$ cat config.mk
export PLATFORM = sky130hd
export DESIGN_NAME = cas_phase_gate
export DESIGN_NICKNAME = d
export VERILOG_FILES = /design/src/rtl/cas_gate_pkg.sv /design/src/rtl/cas_region_dec.sv /design/src/rtl/cas_gate_policy.sv /design/src/rtl/cas_gate_reg.sv /design/src/rtl/cas_phase_gate.sv
export SDC_FILE = /design/constraint.sdc
export NUM_CORES = 1
export LEC_CHECK = 0
export BUFFER_PORTS_ARGS = -buffer_cell sky130_fd_sc_hd__buf_2
export CORE_AREA = 2 2 39 41
export DETAILED_ROUTE_END_ITERATION = 8
export DIE_AREA = 0 0 41 43
export PLACE_DENSITY = 0.42
export SLEW_MARGIN = 15
export SYNTH_ARGS = -nofsm -noshare
export SYNTH_HDL_FRONTEND = slang
export SYNTH_SLANG_ARGS = --single-unit
$ cat constraint.sdc
create_clock -name clk -period 0.8 [get_ports clk]
set_clock_uncertainty 0.05 [all_clocks]
set_input_delay 0 -clock clk [delete_from_list [all_inputs] [get_ports clk]]
set_output_delay 0 -clock clk [all_outputs]
set_load 0.02 [all_outputs]
$ cat src/rtl/cas_gate_pkg.sv
// Package: shared types for the column-strobe gate.
// Assumes a flat address space split into RAM, one I/O page and ROM at the top.
package cas_gate_pkg;

    // Address class produced by the region decoder.
    typedef enum logic [1:0] {
        RGN_RAM = 2'd0,
        RGN_IO  = 2'd1,
        RGN_ROM = 2'd2
    } region_e;

    // Gate decision carried through the output register.
    typedef struct packed {
        logic block;
        logic undriven;
    } gate_s;

endpackage

$ cat src/rtl/cas_region_dec.sv
// Module: cas_region_dec
// Classifies a bus address as RAM, I/O page or ROM space.
// Assumes IO_BASE <= IO_LAST < ROM_BASE; ROM runs to the top of the space.
module cas_region_dec
    import cas_gate_pkg::*;
#(
    parameter int              ADDR_W   = 16,
    parameter logic [ADDR_W-1:0] IO_BASE  = 16'h0300,
    parameter logic [ADDR_W-1:0] IO_LAST  = 16'h03FF,
    parameter logic [ADDR_W-1:0] ROM_BASE = 16'hC000
) (
    input  logic [ADDR_W-1:0] addr,
    output region_e           region
);

    logic in_io;
    logic in_rom;

    // Range compares for the two special windows.
    always_comb begin
        in_io  = (addr >= IO_BASE) && (addr <= IO_LAST);
        in_rom = (addr >= ROM_BASE);
    end

    // Priority: I/O page, then ROM, else RAM.
    always_comb begin
        if (in_io)       region = RGN_IO;
        else if (in_rom) region = RGN_ROM;
        else             region = RGN_RAM;
    end

endmodule

$ cat src/rtl/cas_gate_policy.sv
// Module: cas_gate_policy
// Turns address class, overlay request and slot owner into a gate decision.
// PHASE_MERGED=1: the owner flag is folded in ahead of the decode, so the
// decode applies in both slots. PHASE_MERGED=0: the decode is gated to the
// processor slot only. A video slot has no responding device, so a block there
// leaves the bus floating.
module cas_gate_policy
    import cas_gate_pkg::*;
#(
    parameter bit PHASE_MERGED = 1'b1
) (
    input  region_e region,
    input  logic    map_n,
    input  logic    vid_slot,
    output gate_s   gate
);

    logic decode_hit;
    logic decode_en;

    // Device collision decode: I/O page always, ROM unless overlay requested.
    always_comb begin
        decode_hit = (region == RGN_IO) || ((region == RGN_ROM) && map_n);
    end

    // Select where the slot owner enters the decode.
    generate
        if (PHASE_MERGED) begin : g_merged
            // Owner is merged before the decode: both slots see the checks.
            always_comb decode_en = 1'b1;
        end else begin : g_cpu_only
            // Corrected variant: checks only in the processor slot.
            always_comb decode_en = ~vid_slot;
        end
    endgenerate

    // Final decision and floating-bus flag.
    always_comb begin
        gate.block    = decode_en && decode_hit;
        gate.undriven = gate.block && vid_slot;
    end

endmodule

$ cat src/rtl/cas_gate_reg.sv
// Module: cas_gate_reg
// Registers the gate decision on the slot clock with synchronous active-low reset.
// Assumes a single clock domain shared with the address bus.
module cas_gate_reg
    import cas_gate_pkg::*;
(
    input  logic  clk,
    input  logic  rst_n,
    input  gate_s d,
    output gate_s q
);

    // Capture the decision; clear both flags in reset.
    always_ff @(posedge clk) begin
        if (!rst_n) q <= '0;
        else        q <= d;
    end

    // a floating bus can only come with a blocked strobe.
    p_undriven_needs_block_r7: assert property (@(posedge clk) disable iff (!rst_n)
        q.undriven |-> q.block);

endmodule

$ cat src/rtl/cas_phase_gate.sv
// Module: cas_phase_gate (top)
// Decides, each access slot, whether the RAM column strobe is held off and
// whether the data bus is left without a driver. Outputs are registered.
// Assumes addr, map_n and vid_slot are stable around the rising edge.
module cas_phase_gate
    import cas_gate_pkg::*;
#(
    parameter int              ADDR_W       = 16,
    parameter logic [ADDR_W-1:0] IO_BASE      = 16'h0300,
    parameter logic [ADDR_W-1:0] IO_LAST      = 16'h03FF,
    parameter logic [ADDR_W-1:0] ROM_BASE     = 16'hC000,
    parameter bit              PHASE_MERGED = 1'b1
) (
    input  logic              clk,
    input  logic              rst_n,
    input  logic [ADDR_W-1:0] addr,
    input  logic              map_n,
    input  logic              vid_slot,
    output logic              cas_block,
    output logic              bus_undriven
);

    region_e region;
    gate_s   gate_d;
    gate_s   gate_q;

    cas_region_dec #(
        .ADDR_W   (ADDR_W),
        .IO_BASE  (IO_BASE),
        .IO_LAST  (IO_LAST),
        .ROM_BASE (ROM_BASE)
    ) dec_i (
        .addr   (addr),
        .region (region)
    );

    cas_gate_policy #(
        .PHASE_MERGED (PHASE_MERGED)
    ) pol_i (
        .region   (region),
        .map_n    (map_n),
        .vid_slot (vid_slot),
        .gate     (gate_d)
    );

    cas_gate_reg reg_i (
        .clk   (clk),
        .rst_n (rst_n),
        .d     (gate_d),
        .q     (gate_q)
    );

    // Drive the ports from the registered decision.
    always_comb begin
        cas_block    = gate_q.block;
        bus_undriven = gate_q.undriven;
    end

    // reset clears both outputs.
    p_reset_clears_r1: assert property (@(posedge clk)
        !rst_n |=> (!cas_block && !bus_undriven));

    // processor slot never floats.
    p_cpu_slot_driven_r7: assert property (@(posedge clk) disable iff (!rst_n)
        ($past(rst_n) && !$past(vid_slot)) |-> !bus_undriven);

    // I/O page blocks (in every slot the variant decodes).
    p_io_page_blocks_r2: assert property (@(posedge clk) disable iff (!rst_n)
        ($past(rst_n) && $past(addr >= IO_BASE && addr <= IO_LAST)
         && (PHASE_MERGED || !$past(vid_slot))) |-> cas_block);

    // unmapped ROM space blocks in the processor slot.
    p_rom_blocks_r3: assert property (@(posedge clk) disable iff (!rst_n)
        ($past(rst_n) && $past(addr >= ROM_BASE && map_n && !vid_slot)) |-> cas_block);

    // overlay request opens ROM space to RAM.
    p_overlay_opens_r4: assert property (@(posedge clk) disable iff (!rst_n)
        ($past(rst_n) && $past(addr >= ROM_BASE && !map_n)) |-> !cas_block);

    // low RAM below the I/O page stays open.
    p_low_ram_open_r5: assert property (@(posedge clk) disable iff (!rst_n)
        ($past(rst_n) && $past(addr < IO_BASE)) |-> !cas_block);

    generate
        if (PHASE_MERGED) begin : g_chk_merged
            // video fetch into unmapped ROM is blocked and floats.
            p_video_rom_floats_r6: assert property (@(posedge clk) disable iff (!rst_n)
                ($past(rst_n) && $past(vid_slot && addr >= ROM_BASE && map_n))
                |-> (cas_block && bus_undriven));
        end else begin : g_chk_fixed
            // corrected variant leaves video slots alone.
            p_fixed_video_open_r9: assert property (@(posedge clk) disable iff (!rst_n)
                ($past(rst_n) && $past(vid_slot)) |-> (!cas_block && !bus_undriven));
        end
    endgenerate

endmodule

Yosys cells after proc, flatten, opt, wreduce, memory -nomap -nowiden

Cells that the tools add are included.

$lt $le $gt $ge: 3
Equal/unequal tests: 2
Mux-type cells: 2
Reductions and logical operators: 4

Operators with widths:

| kind                                                                | count |
|---|---|
| greater-or-equal comparator 16 x 10 -> 1 bit, second input constant | 1 |
| greater-or-equal comparator 16 bit, second input constant           | 1 |
| less-or-equal comparator 16 x 10 -> 1 bit, second input constant    | 1 |
| two-way mux 2 bit                                                   | 2 |
| logical AND 1 bit                                                   | 3 |
| == test 2 x 1 -> 1 bit, second input constant                       | 1 |
| == test 2 bit, second input constant                                | 1 |
| logical OR 1 bit                                                    | 1 |

Bits in registers: 2
Input bits: 20
Output and inout bits: 2
Word-level logic and storage cells: 13

Logic depth before layout (Yosys ltp)

Gate-level depths: netlist (run 1).

Word-level depth: 7
Gate-level depth with buffers: 3
Depth with buffers taken out: 3

By module

From an unflattened synthesis (run 1), not the netlist that was laid out.

Cell total of the unflattened synthesis: 14
Area total of the unflattened synthesis: 123.9 µm²

By module, submodules not included:

| module          | instances | cells an instance | area an instance (µm²) | seq. area each (µm²) |
|---|---|---|---|---|
| cas_gate_reg    | 1         | 4                 | 52.6                   | 40.0 |
| cas_region_dec  | 1         | 5                 | 38.8                   | 0.0 |
| cas_gate_policy | 1         | 5                 | 32.5                   | 0.0 |

Worst setup path before layout (run 1)

Ideal clock, no wire load.

Kind: input to register
Start point: input port addr[11]
End point: register reg_i.q[0] (netlist name)
Setup time: 121 ps
Arrival: 439 ps
Required time: 629 ps
Slack: 190 ps
Cell stages on the path: 3
Buffers on the path: 0
Path through: and4bb_2 a32oi_1 nor2_1

Cells in the longest elaborated chain, start to end: 7
Elaborated cells between the ends (all ways): 11
Classes of those cells: order compare: 3; eq/ne: 2; mux: 2; reduce/logical: 4

Ends and longest elaborated chain:

| what                                                             | RTL line                                   | source |
|---|---|---|
| from (decl)                                                      | cas_phase_gate.sv:16                       | `input logic [ADDR_W-1:0] addr,` |
| greater-or-equal comparator 16 bit, or another cell as far along | cas_region_dec.sv:22                       | `in_rom = (addr >= ROM_BASE);` |
| two-way mux 2 bit / logical AND 1 bit (equally long branches)    | cas_region_dec.sv:28, cas_region_dec.sv:21 |  |
| two-way mux 2 bit (*)                                            | cas_region_dec.sv:27                       | `if (in_io) region = RGN_IO;` |
| == test 2 bit                                                    | cas_gate_policy.sv:23                      | `decode_hit = (region == RGN_IO) \|\| ((region == RGN_ROM) && map_n);` |
| logical AND 1 bit                                                | cas_gate_policy.sv:23                      |  |
| logical OR 1 bit (*)                                             | cas_gate_policy.sv:23                      |  |
| logical AND 1 bit (*)                                            | cas_gate_policy.sv:40                      | `gate.undriven = gate.block && vid_slot;` |
| to (signal assigned)                                             | cas_gate_reg.sv:15                         | `if (!rst_n) q <= '0;` |
| to (signal assigned)                                             | cas_gate_reg.sv:16                         | `else q <= d;` |
| to (decl)                                                        | cas_gate_reg.sv:10                         | `output gate_s q` |

Mark *: on every way between the ends. The rest lies on a longest branch, timed or not.
A chain may end at the register's enable or synchronous reset.

Worst setup path after layout (run 1)

Start point: register reg_i.q[1] (netlist name)
End point: output port cas_block

RTL lines:

| what      | RTL line             | source |
|---|---|---|
| to (decl) | cas_phase_gate.sv:19 | `output logic cas_block,` |

No word-level cell between the ends.

==> impl_metrics.toml, run 1 <==
[outcome]
outcome = "finished clean"

[global_routing]
track_usage_pct = 5.72
grt_max_degree = 3
grt_remaining_overflow = 0
antenna_found_initial = 0
grt_pass1_vias = 145
grt_pass1_wl_um = 545

[worst_setup_path]
cp-start-kind = "register"
worstPathArrival_ns = 0.67
worst-path-max-fanout = 1
critPathKind = "register to primary output"
cp-end-kind = "primary output"
critPathMaxStageDelay_ns = 0.29
cp.depth = 1
cp_data_required_time_ns = 0.75
slowest_stage = "dfxtp_1"
critical-path-top-delay-family = "flip-flops"
path_buf_inv = 1
worstPathCellList = "buf_2"

[floorplan]
ios = 22
core.rowCount = 14
core_mm2 = 0.00138
die-area_mm2 = 0.00176
start_util_pct = 6.33
die_h_um = 43
die_width_um = 41

[synth]
yosysWarnings = 0
synth_area_leader_cell = "dfxtp_1"
synthFlopType = "dfxtp_1"
synthCells = 8
postSynthAreaPerCell_um2 = 10.9
synth_most_common_cell = "dfxtp_1"
synth_area_leaders = "dfxtp_1, and4bb_2, nor4_2"
synth_edf_count = 0
synthesis.nets = 28
yosysSeqAreaShare_pct = 45.7
syn_area_um2 = 87.6
synthArstFlopShare_pct = 0
ys_types = 7
synth_top_cell_area_share_pct = 45.7
synth_seq_cells = 2

[sta]
hold_viol_final = 0
slew_headroom_pct = 83.8
finalWorstSetupSlack_ns = 0.0814
max_freq_mhz = 1390
rsz0062_at_grt = "no"
min_period_over_period_pct = 89.8
finalSetupTns_ns = 0
slew_viol_final = 0
worst_slew_pin_slew_ns = 0.243
min_period_ns = 0.719
setup-violations-final = 0

[clocking]
post_cts_buffers = 0
clkSlewWorstSetupHoldPaths_ns = 0.03
cts_made_buffers = 3
cts-root-buf = "clkbuf_4"
clock-sinks = 2
cts_tree = "done"
h-tree-depth = 1
cts-root-to-sink-buffers = 2

[final_layout]
top_regs = "reg_i.q x2"
num_antenna_cells = 0
fin_util_pct = 15.6
top_register = "reg_i.q"
largest_register_ff_count = 2
area_delta_synth_final_pct = 146
n_fill_cell = 166
drive_gt1_share_pct = 69.2
multi_input_comb_area_um2 = 47.5
nets = 48
regArea_um2 = 40.0

[drt]
routedWlPerCell_um = 9.14
vias = 141
drt_iter0_drc = 0
ant_nets = 0
drc = 0
first_pass_iters = 1
drt-total-wl_um = 384
vias_per_cell = 3.36

[hold_path]
holdPathEnd = "reg_i.q[0]"
hold-path-cell-count = 3
hp-start = "map_n"
hold_path.class = "primary input to register"

[placement]
dp_slack_ns = 0.0290
gp_congestion = 0.568
portBuffers = 13

[power_and_ir_drop]
power.density_mw_per_mm2 = 1740
finalPower_uw = 376
ir_drop_uv = 369
total_leakage_power_nw = 0.103

[flow_run]
cap_violations = 0
-- layout make-up --
| type | count | share of cell area, % |
|---|---|---|
| Clock buffer | 3 | 10.5 |
| Sequential cell | 2 | 18.6 |
| Multi-Input combinational cell | 6 | 22.1 |
| Tap cell | 16 | 9.30 |
| Timing Repair Buffer | 15 | 39.5 |
-- kinds of logic (layout without fill, tap and decap cells) --
family	after synthesis	count (layout)	share of synthesized area, %
AO/OA/AOI/OAI	1	1	10.0
buffers and inverters	0	18	0
flip-flops	2	2	45.7
AND/OR/NAND/NOR	5	5	44.3
-- layer usage --
layer  track usage [%]  wire [um]
met3              6.81        108
met5                 0          0
met2              5.31        124
met4              6.00          0
met1              5.77        151
-- report_power, final --
group | internal (mW) | switching, mW
Sequential | 0.103 | 0.000428
Combinational | 0.0327 | 0.0191
Clock | 0.165 | 0.0551
-- through the flow --
stage | hold WS, ns | cell area [um2] | std cells
after floorplan | 0.0638 | 87.6 | 8
after global placement | 0.179 | 173 | 37
after detailed placement | 0.186 | 173 | 37
after CTS | 0.0538 | 215 | 42
after global routing | 0.0906 | 215 | 42
final | 0.0621 | 215 | 42
-- worst max path at each step --
| stage | startpoint | to | slack [ns] |
|---|---|---|---|
| after floorplan | addr[11] | reg_i.q[0] | 0.19 |
| after global placement | addr[9] | reg_i.q[0] | 0.05 |
| after detailed placement | addr[9] | reg_i.q[0] | 0.03 |
| after CTS | reg_i.q[0] | bus_undriven | 0.07 |
| after global routing | reg_i.q[1] | cas_block | 0.03 |
| final | reg_i.q[1] | cas_block | 0.08 |
-- cell usage in the layout (no fill, tap or decap) --
cell	Yosys	final
nor2b_1	1	1
and4bb_2	1	1
nor4_2	1	1
buf_2	0	13
dlygate4sd3_1	0	2
dfxtp_1	2	2
nor2_1	1	1
clkbuf_4	0	3
a32oi_1	1	1
nand2_1	1	1
-- repair_timing --
item	in CTS	in global routing
gates resized for setup	0	0
hold buffers	2	0
endpoints found under the hold margin	2	0
Note: power is estimated with default switching activity, not from simulation.
==> inputs of run 2 (changes only) <==
- CTS_BUF_LIST: default -> sky130_fd_sc_hd__clkbuf_16
- GPL_TIMING_DRIVEN: default -> 1
==> run 2 against run 1 <==
  * Sequential cell count is the same
  * Sequential power barely moved
  * Clock power increased to 3.4 times the previous value
==> impl_metrics.toml, run 2 (synthesis results as in run 1) <==
[worst_setup_path]
slowest_stage = "dfxtp_1"
cp_data_required_time_ns = 0.75
worstPathArrival_ns = 0.67
critPathKind = "register to primary output"
cp-start-kind = "register"
worst-path-max-fanout = 1
worstPathCellList = "buf_2"
cp-end-kind = "primary output"
critPathMaxStageDelay_ns = 0.29
critical-path-top-delay-family = "flip-flops"
path_buf_inv = 1

[drt]
drt-total-wl_um = 398
routedWlPerCell_um = 9.48
first_pass_iters = 2
ant_nets = 0
drc = 0
vias = 143
vias_per_cell = 3.40
drt_iter0_drc = 1

[sta]
finalSetupTns_ns = 0
setup-violations-final = 0
max_freq_mhz = 1400
min_period_over_period_pct = 89.5
rsz0062_at_grt = "no"
worst_slew_pin_slew_ns = 0.215
min_period_ns = 0.716
hold_viol_final = 0
hold_slack_ns = 0.0485
slew_viol_final = 0
slew_headroom_pct = 85.7

[power_and_ir_drop]
ir_drop_uv = 641
power.density_mw_per_mm2 = 3380
finalPower_uw = 905
total_leakage_power_nw = 0.126

[final_layout]
drive_gt1_share_pct = 69.2
final_cell_mix = "buf_2, clkbuf_16, dlygate4sd3_1, dfxtp_1"
top_register = "reg_i.q"
nets = 48
num_antenna_cells = 0
top_regs = "reg_i.q x2"
area_delta_synth_final_pct = 206
largest_register_ff_count = 2
final_common_cell = "buf_2"

[hold_path]
hold_path.class = "primary input to register"
hp-start = "map_n"
holdPathEnd = "reg_i.q[0]"
hold-path-cell-count = 3

[outcome]
outcome = "finished clean"

[floorplan]
ios = 22
die_h_um = 43
core_mm2 = 0.00138
start_util_pct = 6.33
die-area_mm2 = 0.00176
die_width_um = 41
core.rowCount = 14

[clocking]
cts-root-to-sink-buffers = 2
cts-root-buf = "clkbuf_16"
clock-sinks = 2
cts_tree = "done"
cts_made_buffers = 3
h-tree-depth = 1
holdBufCountCts = 2
ctsResizeCount = 0
post_cts_buffers = 0
clkSlewWorstSetupHoldPaths_ns = 0.03

[global_routing]
top_usage_layer = "met4"
use_met2_pct = 4.38
grt_remaining_overflow = 0
antenna_found_initial = 0
track_usage_pct = 5.92
use_met3_pct = 6.81
grt_pass1_vias = 134
grt_pass1_wl_um = 545
grt_max_degree = 3
use_met1_pct = 6.41

[placement]
gp_congestion = 0.568
portBuffers = 13

[flow_run]
cap_violations = 0
## run 2: report_power, final
| group | internal (mW) | total (mW) | switching, mW |
|---|---|---|---|
| logic | 0.0327 | 0.0514 | 0.0188 |
| registers | 0.103 | 0.103 | 0.000429 |
| clock network | 0.636 | 0.751 | 0.115 |
## run 2: per-layer routing
layer | routed length (um) | part of all wire (%)
met5 | 0 | 0
met4 | 25 | 6.3
met3 | 105 | 26
met2 | 96 | 24
met1 | 170 | 43
## run 2: worst max path at each step
stage | from | end | slack, ns | depth (start not counted)
4_1_cts | reg_i.q[0] | bus_undriven | 0.08 | 1
2_1_floorplan | addr[11] | reg_i.q[0] | 0.19 | 3
6_report | reg_i.q[1] | cas_block | 0.08 | 1
3_3_place_gp | addr[9] | reg_i.q[0] | 0.05 | 4
5_1_grt | rst_n | reg_i.q[1] | 0.05 | 3
3_5_place_dp | addr[9] | reg_i.q[0] | 0.03 | 4
## run 2: cell type report
| cell class | instances | area (um2) |
|---|---|---|
| fill | 158 | 1120 |
| clock buffer | 3 | 75.1 |
| multi-input combinational | 6 | 47.5 |
| tap | 16 | 20.0 |
| sequential | 2 | 40.0 |
| timing repair buffer | 15 | 85.1 |
## run 2: through the flow
| stage | utilization, % | instance area [um2] | setup WS (ns) | std cells |
|---|---|---|---|---|
| 2_1_floorplan | - | 87.6 | 0.190 | 8 |
| 4_1_cts | 19.3 | 268 | 0.0764 | 42 |
| 3_5_place_dp | 12.5 | 173 | 0.0290 | 37 |
| 5_1_grt | 19.3 | 268 | 0.0470 | 42 |
| 3_3_place_gp | 12.5 | 173 | 0.0459 | 37 |
| 6_report | 19.3 | 268 | 0.0842 | 42 |
## run 2: worst min-delay path: cells and delay by family
family | cells | cell delay, ns
compound gates | 1 | 0.11
buf+inv | 1 | 0.08
simple gates | 1 | 0.09
==> inputs of run 3 (changes only) <==
- BUFFER_PORTS_ARGS: -buffer_cell sky130_fd_sc_hd__buf_2 -> -buffer_cell sky130_fd_sc_hd__buf_4
==> run 3 against run 2 <==
  * Sequential share of layout area is 1.6 points lower
  * Die area unchanged
  * Combinational power rose by 33%
  * Via count grew 1.4%
  * Largest cell class unchanged
  * Worst setup slack got worse by 0.0076 ns
  * Sequential cell count is the same
==> impl_metrics.toml, run 3 (synthesis results as in run 1) <==
[outcome]
outcome = "finished clean"

[final_layout]
num_antenna_cells = 0
final_common_cell = "buf_4"
largest_register_ff_count = 2
drive_gt1_share_pct = 69.2
n_fill_cell = 155
top_regs = "reg_i.q x2"
top_register = "reg_i.q"
nets = 48
area_delta_synth_final_pct = 243
final_cell_mix = "buf_4, clkbuf_16, dlygate4sd3_1, dfxtp_1"
multi_input_comb_area_um2 = 47.5
regArea_um2 = 40.0

[drt]
first_pass_iters = 2
routedWlPerCell_um = 10.1
vias = 145
drt_iter0_drc = 1
drc = 0
vias_per_cell = 3.45
drt-total-wl_um = 423
ant_nets = 0

[global_routing]
grt_remaining_overflow = 0
use_met2_pct = 6.56
grt_pass1_vias = 161
top_usage_layer = "met3"
use_met3_pct = 9.42
track_usage_pct = 6.61
grt_pass1_wl_um = 607
antenna_found_initial = 0
use_met1_pct = 4.78
grt_max_degree = 3

[floorplan]
core_mm2 = 0.00138
die_width_um = 41
start_util_pct = 6.33
die-area_mm2 = 0.00176
die_h_um = 43
ios = 22
core.rowCount = 14

[worst_setup_path]
critPathKind = "primary input to register"
cp_data_required_time_ns = 0.85
cp-start-kind = "primary input"
worstPathArrival_ns = 0.78
cp-end-kind = "register"
worst-path-max-fanout = 2

[power_and_ir_drop]
finalPower_uw = 920
total_leakage_power_nw = 0.136
ir_drop_uv = 475
power.density_mw_per_mm2 = 3060

[sta]
worst_slew_pin_slew_ns = 0.205
finalWorstSetupSlack_ns = 0.0766
min_period_over_period_pct = 90.4
hold_slack_ns = 0.0498
setup-violations-final = 0
hold_viol_final = 0
max_freq_mhz = 1380
rsz0062_at_grt = "no"
min_period_ns = 0.723
slew_headroom_pct = 86.3
finalSetupTns_ns = 0
slew_viol_final = 0

[placement]
dp_slack_ns = 0.0443
gp_congestion = 0.504
portBuffers = 13

[clocking]
cts_made_buffers = 3
cts-root-buf = "clkbuf_16"
clock-sinks = 2
cts-root-to-sink-buffers = 2
clkSlewWorstSetupHoldPaths_ns = 0.03
cts_tree = "done"
post_cts_buffers = 0
h-tree-depth = 1

[flow_run]
cap_violations = 0

[hold_path]
hold_path.class = "primary input to register"
## run 3: worst max-delay path: stages
cell,delay (ns)
dlygate4sd3_1,0.53
buf_4,0.13
nor2b_1,0.11
## run 3: layer usage
layer  vias up  wire length (um)
met3         4               122
met4         0                17
met5         -                 0
met1        57               160
met2        16               123
li1         68                 -
## run 3: final timing paths
kind / startpoint / to / slack [ns] / depth (start not counted)
worst max-delay path: rst_n / reg_i.q[1] / 0.08 / 3
worst min-delay path: map_n / reg_i.q[0] / 0.05 / 3
## run 3: area by class of cell
| cell class | count | share of cell area (%) |
|---|---|---|
| sequential | 2 | 13.3 |
| tap | 16 | 6.67 |
| multi-input combinational | 6 | 15.8 |
| clock buffer | 3 | 25.0 |
| timing repair buffer | 15 | 39.2 |
## run 3: repair_timing
item                                   CTS  global route
endpoints found under the hold margin    2             0
resized for setup                        0             0
hold buffers                             2             0
## run 3: per-stage QoR
stage               cells  cell area, um2  util [%]
finish                 42             300      21.7
global route           42             300      21.7
CTS                    42             300      21.7
detailed placement     37             205      14.8
global placement       37             205      14.8
floorplan               8            87.6         -
## run 3: where the power goes
part	switching [mW]	total [mW]	leakage, nW	internal (mW)
registers	0.000609	0.104	0.0162	0.103
clock network	0.112	0.748	0.0370	0.636
logic	0.0194	0.0682	0.0825	0.0488
